==> src/rtl/kick_gate_pkg.sv <==
package kick_gate_pkg;
  typedef enum logic [1:0] {
    GATE_LOCKED = 2'd0,
    GATE_HALF   = 2'd1,
    GATE_OPEN   = 2'd2
  } gate_state_e;
endpackage

==> src/rtl/kick_addr_decode.sv <==
module kick_addr_decode #(
  parameter int              ADDR_W    = 8,
  parameter logic [ADDR_W-1:0] KEY_A_ADDR = 8'h6C,
  parameter logic [ADDR_W-1:0] KEY_B_ADDR = 8'h70,
  parameter logic [ADDR_W-1:0] PROT_HI    = 8'h98
) (
  input  logic [ADDR_W-1:0] addr,
  output logic              hit_key_a,
  output logic              hit_key_b,
  output logic              hit_prot
);
  always_comb begin
    hit_key_a = (addr == KEY_A_ADDR);
    hit_key_b = (addr == KEY_B_ADDR);
    hit_prot  = (addr <= PROT_HI) && !hit_key_a && !hit_key_b;
  end
endmodule

==> src/rtl/kick_seq_fsm.sv <==
module kick_seq_fsm
  import kick_gate_pkg::*;
#(
  parameter int                DATA_W    = 32,
  parameter logic [DATA_W-1:0] KEY_A_VAL = 32'h83E7_0B13,
  parameter logic [DATA_W-1:0] KEY_B_VAL = 32'h95A4_F1E0
) (
  input  logic              clk,
  input  logic              rst,
  input  logic              wr_en,
  input  logic              hit_key_a,
  input  logic              hit_key_b,
  input  logic [DATA_W-1:0] data,
  output logic              is_open
);
  gate_state_e state_q, state_d;

  always_comb begin
    state_d = state_q;
    if (wr_en && hit_key_a) begin
      state_d = (data == KEY_A_VAL) ? GATE_HALF : GATE_LOCKED;
    end else if (wr_en && hit_key_b) begin
      state_d = (state_q == GATE_HALF && data == KEY_B_VAL) ? GATE_OPEN : GATE_LOCKED;
    end
  end

  always_ff @(posedge clk) begin
    if (rst) state_q <= GATE_LOCKED;
    else     state_q <= state_d;
  end

  assign is_open = (state_q == GATE_OPEN);


  open_from_half_chk: assert property (@(posedge clk) disable iff (rst)
    $rose(is_open) |-> $past(state_q) == GATE_HALF);


  other_write_keeps_state_chk: assert property (@(posedge clk) disable iff (rst)
    (!hit_key_a && !hit_key_b) |=> $stable(state_q));
endmodule

==> src/rtl/kick_fwd_stage.sv <==
module kick_fwd_stage #(
  parameter int ADDR_W = 8,
  parameter int DATA_W = 32
) (
  input  logic              clk,
  input  logic              rst,
  input  logic              wr_en,
  input  logic              hit_key,
  input  logic              hit_prot,
  input  logic              is_open,
  input  logic [ADDR_W-1:0] addr,
  input  logic [DATA_W-1:0] data,
  output logic              fwd_we,
  output logic [ADDR_W-1:0] fwd_addr,
  output logic [DATA_W-1:0] fwd_data,
  output logic              violation
);
  logic pass_ok;
  logic drop;

  always_comb begin
    pass_ok = wr_en && !hit_key && (!hit_prot || is_open);
    drop    = wr_en && hit_prot && !is_open;
  end

  always_ff @(posedge clk) begin
    if (rst) begin
      fwd_we    <= 1'b0;
      fwd_addr  <= '0;
      fwd_data  <= '0;
      violation <= 1'b0;
    end else begin
      fwd_we    <= pass_ok;
      violation <= drop;
      if (pass_ok) begin
        fwd_addr <= addr;
        fwd_data <= data;
      end
    end
  end


  pulse_exclusive_chk: assert property (@(posedge clk) disable iff (rst)
    $onehot0({fwd_we, violation}));


  idle_quiet_chk: assert property (@(posedge clk) disable iff (rst)
    !wr_en |=> (!fwd_we && !violation));
endmodule

==> src/rtl/kick_gate.sv <==
module kick_gate #(
  parameter int                ADDR_W     = 8,
  parameter int                DATA_W     = 32,
  parameter logic [ADDR_W-1:0] KEY_A_ADDR = 8'h6C,
  parameter logic [ADDR_W-1:0] KEY_B_ADDR = 8'h70,
  parameter logic [ADDR_W-1:0] PROT_HI    = 8'h98,
  parameter logic [DATA_W-1:0] KEY_A_VAL  = 32'h83E7_0B13,
  parameter logic [DATA_W-1:0] KEY_B_VAL  = 32'h95A4_F1E0
) (
  input  logic              clk,
  input  logic              rst,
  input  logic              wr_en,
  input  logic [ADDR_W-1:0] wr_addr,
  input  logic [DATA_W-1:0] wr_data,
  output logic              fwd_we,
  output logic [ADDR_W-1:0] fwd_addr,
  output logic [DATA_W-1:0] fwd_data,
  output logic              wr_violation,
  output logic              unlocked
);
  logic hit_key_a, hit_key_b, hit_prot;
  logic is_open;

  kick_addr_decode #(
    .ADDR_W(ADDR_W), .KEY_A_ADDR(KEY_A_ADDR), .KEY_B_ADDR(KEY_B_ADDR), .PROT_HI(PROT_HI)
  ) u_decode (
    .addr(wr_addr), .hit_key_a(hit_key_a), .hit_key_b(hit_key_b), .hit_prot(hit_prot)
  );

  kick_seq_fsm #(
    .DATA_W(DATA_W), .KEY_A_VAL(KEY_A_VAL), .KEY_B_VAL(KEY_B_VAL)
  ) u_fsm (
    .clk(clk), .rst(rst), .wr_en(wr_en), .hit_key_a(hit_key_a), .hit_key_b(hit_key_b),
    .data(wr_data), .is_open(is_open)
  );

  kick_fwd_stage #(
    .ADDR_W(ADDR_W), .DATA_W(DATA_W)
  ) u_fwd (
    .clk(clk), .rst(rst), .wr_en(wr_en), .hit_key(hit_key_a || hit_key_b),
    .hit_prot(hit_prot), .is_open(is_open), .addr(wr_addr), .data(wr_data),
    .fwd_we(fwd_we), .fwd_addr(fwd_addr), .fwd_data(fwd_data), .violation(wr_violation)
  );

  assign unlocked = is_open;


  wrong_key_b_relock_chk: assert property (@(posedge clk) disable iff (rst)
    (wr_en && hit_key_b && wr_data != KEY_B_VAL) |=> !unlocked);


  wrong_key_a_relock_chk: assert property (@(posedge clk) disable iff (rst)
    (wr_en && hit_key_a) |=> !unlocked);


  key_not_forwarded_chk: assert property (@(posedge clk) disable iff (rst)
    (wr_en && (hit_key_a || hit_key_b)) |=> (!fwd_we && !wr_violation));


  high_addr_passes_chk: assert property (@(posedge clk) disable iff (rst)
    (wr_en && wr_addr > PROT_HI && !hit_key_a && !hit_key_b) |=> fwd_we);


  closed_drop_chk: assert property (@(posedge clk) disable iff (rst)
    (wr_en && hit_prot && !unlocked) |=> (wr_violation && !fwd_we));
endmodule

==> config.mk <==
export PLATFORM = sky130hd
export DESIGN_NAME = kick_gate
export DESIGN_NICKNAME = d
export VERILOG_FILES = /design/src/rtl/kick_gate_pkg.sv /design/src/rtl/kick_addr_decode.sv /design/src/rtl/kick_seq_fsm.sv /design/src/rtl/kick_fwd_stage.sv /design/src/rtl/kick_gate.sv
export SDC_FILE = /design/constraint.sdc
export NUM_CORES = 1
export LEC_CHECK = 0
export ABC_AREA = 1
export BUFFER_PORTS_ARGS = -buffer_cell sky130_fd_sc_hd__buf_4
export CAP_MARGIN = 15
export CORE_MARGIN = 4
export CORE_UTILIZATION = 54
export CTS_BUF_LIST = sky130_fd_sc_hd__clkbuf_4
export CTS_CLUSTER_DIAMETER = 100
export DETAILED_ROUTE_END_ITERATION = 8
export PLACE_DENSITY = 0.95
export SETUP_SLACK_MARGIN = 0.4
export SLEW_MARGIN = 30
export SYNTH_ARGS = -nofsm -noshare
export SYNTH_HDL_FRONTEND = slang
export SYNTH_SLANG_ARGS = --single-unit
export TNS_END_PERCENT = 20
==> constraint.sdc <==
create_clock -name clk -period 2.8 [get_ports clk]
set_input_delay 0.84 -clock clk [delete_from_list [all_inputs] [get_ports clk]]
set_output_delay 0.84 -clock clk [all_outputs]
set_load 0.01 [all_outputs]
=== Word level (Yosys, flattened, before mapping) ===
Cells that the tools add are included.

* Register bits after elaboration: 44
* Bits of input ports: 43
* Output and inout bits: 43

* $lt $le $gt $ge: 1
* Equality and inequality tests: 6
* Multiplexer cells: 4
* Reduce and logical (&&, ||, !) cells: 17

{| class="wikitable"
|+ Operator list
! kind !! count
|-
| $eq A32 B32 Y1 const B || 2
|-
| $eq A8 B7 Y1 const B || 2
|-
| $logic_and A1 B1 Y1 || 9
|-
| $le A8 B8 Y1 const B || 1
|-
| $mux W2 || 3
|-
| $logic_not A1 Y1 || 5
|-
| $eq A2 B1 Y1 const B || 1
|-
| $eq A2 B2 Y1 const B || 1
|-
| $logic_or A1 B1 Y1 || 2
|-
| $reduce_bool A2 Y1 || 1
|-
| $mux W1 || 1
|}

=== Depth between registers and ports, before layout ===
* Depth after elaboration: 7
* Gate-level depth with buffers: 10

=== Cells and area by module ===
A second synthesis with hierarchy kept.

* Cell total of the unflattened synthesis: 379
* Area total of the unflattened synthesis: 2418.6 um2

{| class="wikitable"
|+ Modules (own cells, without submodules)
! module !! instances !! cells each !! area each (um2) !! seq. area each (um2)
|-
| kick_fwd_stage || 1 || 270 || 1946.9 || 840.8
|-
| kick_seq_fsm || 1 || 82 || 362.8 || 40.0
|-
| kick_addr_decode || 1 || 24 || 97.6 || 0.0
|-
| kick_gate || 1 || 3 || 11.3 || 0.0
|}

=== Worst setup path before layout ===
No wires, ideal clock.

* Kind: input to register
* Start: input port wr_addr[0]
* End: register u_fwd.fwd_data[20]
* Arrival time: 1.668 ns
* Required time: 2.685 ns
* Slack: 1.017 ns
* Cell stages on the path: 9
* Path through: nor2_1 -> nand2_1 -> inv_1 -> nand2_1 -> nand3_2 -> buf_2 -> nand3_1 -> nand2_1 -> nor2_1

* Word-level cells in the longest chain between the ends: 7
* Elaborated cells on any way between the ends: 13

{| class="wikitable"
|+ RTL lines
! what !! RTL line !! text
|-
| from (decl) || kick_gate.sv:13 || <nowiki>input logic [ADDR_W-1:0] wr_addr,</nowiki>
|-
| branches (longest 6 deep; another with $le A8 B8 Y1) || - ||
|-
| $logic_and A1 B1 Y1 * || kick_fwd_stage.sv:22 || <nowiki>pass_ok = wr_en && !hit_key && (!hit_prot || is_open);</nowiki>
|-
| to (signal assigned) || kick_fwd_stage.sv:37 || <nowiki>fwd_data <= data;</nowiki>
|-
| to (decl) || kick_fwd_stage.sv:15 || <nowiki>output logic [DATA_W-1:0] fwd_data,</nowiki>
|}

Every way passes the cells marked *.
A chain may end at the register's enable or synchronous reset.

=== Worst setup path after layout ===
* Start: register u_fsm.state_q[1]
* End: output port unlocked

* Word-level cells in the longest chain between the ends: 1

{| class="wikitable"
|+ RTL lines
! what !! RTL line !! text
|-
| from (decl) || kick_seq_fsm.sv:16 || <nowiki>gate_state_e state_q, state_d;</nowiki>
|-
| from (signal assigned) || kick_seq_fsm.sv:29 || <nowiki>else state_q <= state_d;</nowiki>
|-
| $eq A2 B2 Y1 || kick_seq_fsm.sv:32 || <nowiki>assign is_open = (state_q == GATE_OPEN);</nowiki>
|-
| to (decl) || kick_gate.sv:19 || <nowiki>output logic unlocked</nowiki>
|}

No other way between the ends.

==> key figures <==
Floorplan
  • Initial Utilization: 57.30%
  • Die Wd: 71.26 um
  • CORE AREA: 3771 sq um
  • Die extent in y: 71.26 um
  • Rows: 22
  • Die area: 5077 sq um
  • IO Pins: 86

Worst setup path
  • CP required: 1960 ps
  • CP endpoint kind: output pin
  • Worst R2R Setup Slack: 1320 ps
  • Worst Setup Start Kind: flip-flop
  • CP arrival: 1080 ps
  • CP Class: reg2out
  • Top fanout value on the critical path: 2

Clocking
  • Max Root-Sink Buffers: 2
  • # H-tree levels: 2
  • Resized Gates After CTS: 0
  • CTS tree: built
  • CTS clk-pin slew, worst paths: 120 ps
  • Inserted Clock Buffers: 5
  • Clock sink count: 44
  • Root Buffer: clkbuf_4
  • Skew-Pair Late Insertion Delay: 350 ps
  • Post-CTS setup buffer count: 0
  • Post-CTS Hold Buffers: 0

Synth
  • Yosys Warn Count: 0
  • Synth top area cells: dfxtp_1 (41%), nand2_1 (11%), nor2_1 (10%)
  • Yosys cell types: 13
  • Sequential area share after synthesis: 40.76%
  • Mapped Nets: 383
  • Synth top area share: 40.76%
  • Post-Syn Area: 2161 sq um
  • Post-synthesis cell count: 340
  • Yosys top cell by area: dfxtp_1
  • Synth Register Bits: 44
  • Avg Cell Area, Syn: 6.355 sq um

GRT
  • First-pass GRT wire length: 9466 um
  • GR met1 Demand/Resource: 28.02%
  • Overall routing resource usage: 22.60%
  • Grt ovf: 0
  • Most used routing layer: met2
  • GR Layer Usage met3: 6.031%
  • Antenna violations before repair: 0
  • GRT met2 Usage: 37.76%
  • Largest net degree at the start of global routing: 52
  • Vias in the first global route: 2189

Finish
  • Layout cells sized above 1: 23.87%
  • Post-layout instance area: 2885 sq um
  • NumNets Final: 461
  • Diodes inserted: 0
  • Finished Layout Cells: 467
  • Area grow syn2layout: 33.53%
  • Filler cell count: 317

STA
  • Clock Skew: 9.251 ps
  • Hold Vio Cnt, Final: 0
  • F_max: 521.4 MHz
  • Period utilization: 68.50%
  • Max-slew headroom: 70.41%
  • Unrepaired setup endpoints after global routing: false
  • Slew Viols, Final: 0
  • Fin crit period: 1918 ps
  • Final setup TNS: 0 ps
  • Setup violations, final: 0
  • Worst Tran Pin Value: 442.8 ps

Placement
  • Placed insts: 459
  • Hpwl dp: 4346 um
  • Placer Congestion: 0.8414
  • Placed Area: 2829 sq um
  • Port Buf Inserts: 85

Power and ir drop
  • VDD IR-drop max: 268.8 uV
  • Power Density: 455.3 nW/um^2
  • Leakage: 1.513 nW
  • Overall Power: 1.314 mW

Status
  • Status: finished clean

Detailed routing
  • Via count: 2394
  • Initial drt markers: 167
  • DRT Pass-1 Iters: 4
  • Antenna Nets Post-Route: 0
  • Routed WL per cell: 12.13 um
  • Post-DR vias/cell: 5.126
  • Final WL: 5664 um
  • DRC viols: 0

Worst hold path
  • Hold/Removal Path Class: reg2reg

Job
  • Max_cap viols: 0
-- cells in the mapped netlist --
master	n
a21oi_1	42
a21oi_2	1
buf_1	4
buf_2	16
dfxtp_1	44
inv_1	47
nand2_1	65
nand3_1	43
nand3_2	1
nand4_1	6
nor2_1	58
nor3_1	11
o21ai_0	2
-- cell families after synthesis --
group,share of synthesized area [%]
AND/OR/NAND/NOR,36.07
AO/OA/AOI/OAI,10.60
flip-flops,40.76
buffers and inverters,12.57
-- sequential cells by signal, indices dropped and copies added (netlist names) --
name / count
u_fwd.fwd_data: 32
u_fwd.fwd_addr: 8
u_fsm.state_q: 2
u_fwd.fwd_we: 1
u_fwd.violation: 1
-- cell type report --
type | count | area, sq um | share of cell area, %
clock inverter | 1 | 3.754 | 0.1301
inverter | 47 | 176.4 | 6.114
clock buffer | 7 | 52.55 | 1.821
sequential | 44 | 880.8 | 30.53
timing repair buffer | 91 | 695.7 | 24.11
multi-input combinational | 229 | 1016 | 35.21
tap | 48 | 60.06 | 2.082
-- cell usage in the layout, fill, tap and decap left out --
cell type,n
a21oi_1,42
a21oi_4,1
buf_12,1
buf_4,90
clkbuf_4,7
clkinv_1,1
dfxtp_1,44
inv_1,47
nand2_1,65
nand3_1,43
nand3_2,1
nand4_1,6
nor2_1,58
nor3_1,11
o21ai_0,2
-- report_power, final --
group / switching (mW) / internal (mW)
clock network: 0.195 / 0.116
logic: 0.166 / 0.146
registers: 0.0221 / 0.668
-- critical path, cell delays in order, from the launching register on --
cell	delay (ps)
dfxtp_1	350
inv_1	70
nor2_1	160
buf_4	150
-- stage by stage --
step,setup slack (ps),util (%),hold WS (ps)
6_report,882.0,76.51,497.5
5_1_grt,732.3,76.51,534.0
4_1_cts,877.2,76.51,502.2
3_5_place_dp,528.3,75.02,473.1
3_3_place_gp,609.0,75.02,463.5
2_1_floorplan,1017,-,460.7
-- layer usage --
layer / up-vias / share of wire, %
met5: - / 0
met2: 92 / 49
met4: 0 / 1.5
met3: 9 / 9.0
li1: 1233 / -
met1: 1060 / 40
-- final timing paths --
check | from | end | cells after the start
max reg2reg | u_fsm.state_q[1] | u_fwd.fwd_data[13] | 8
min reg2reg | u_fwd.fwd_data[17] | u_fwd.fwd_data[17] | 2
max | u_fsm.state_q[1] | unlocked | 3
min | u_fwd.fwd_data[17] | u_fwd.fwd_data[17] | 2
No activity file was read; power rests on OpenSTA's default activity.
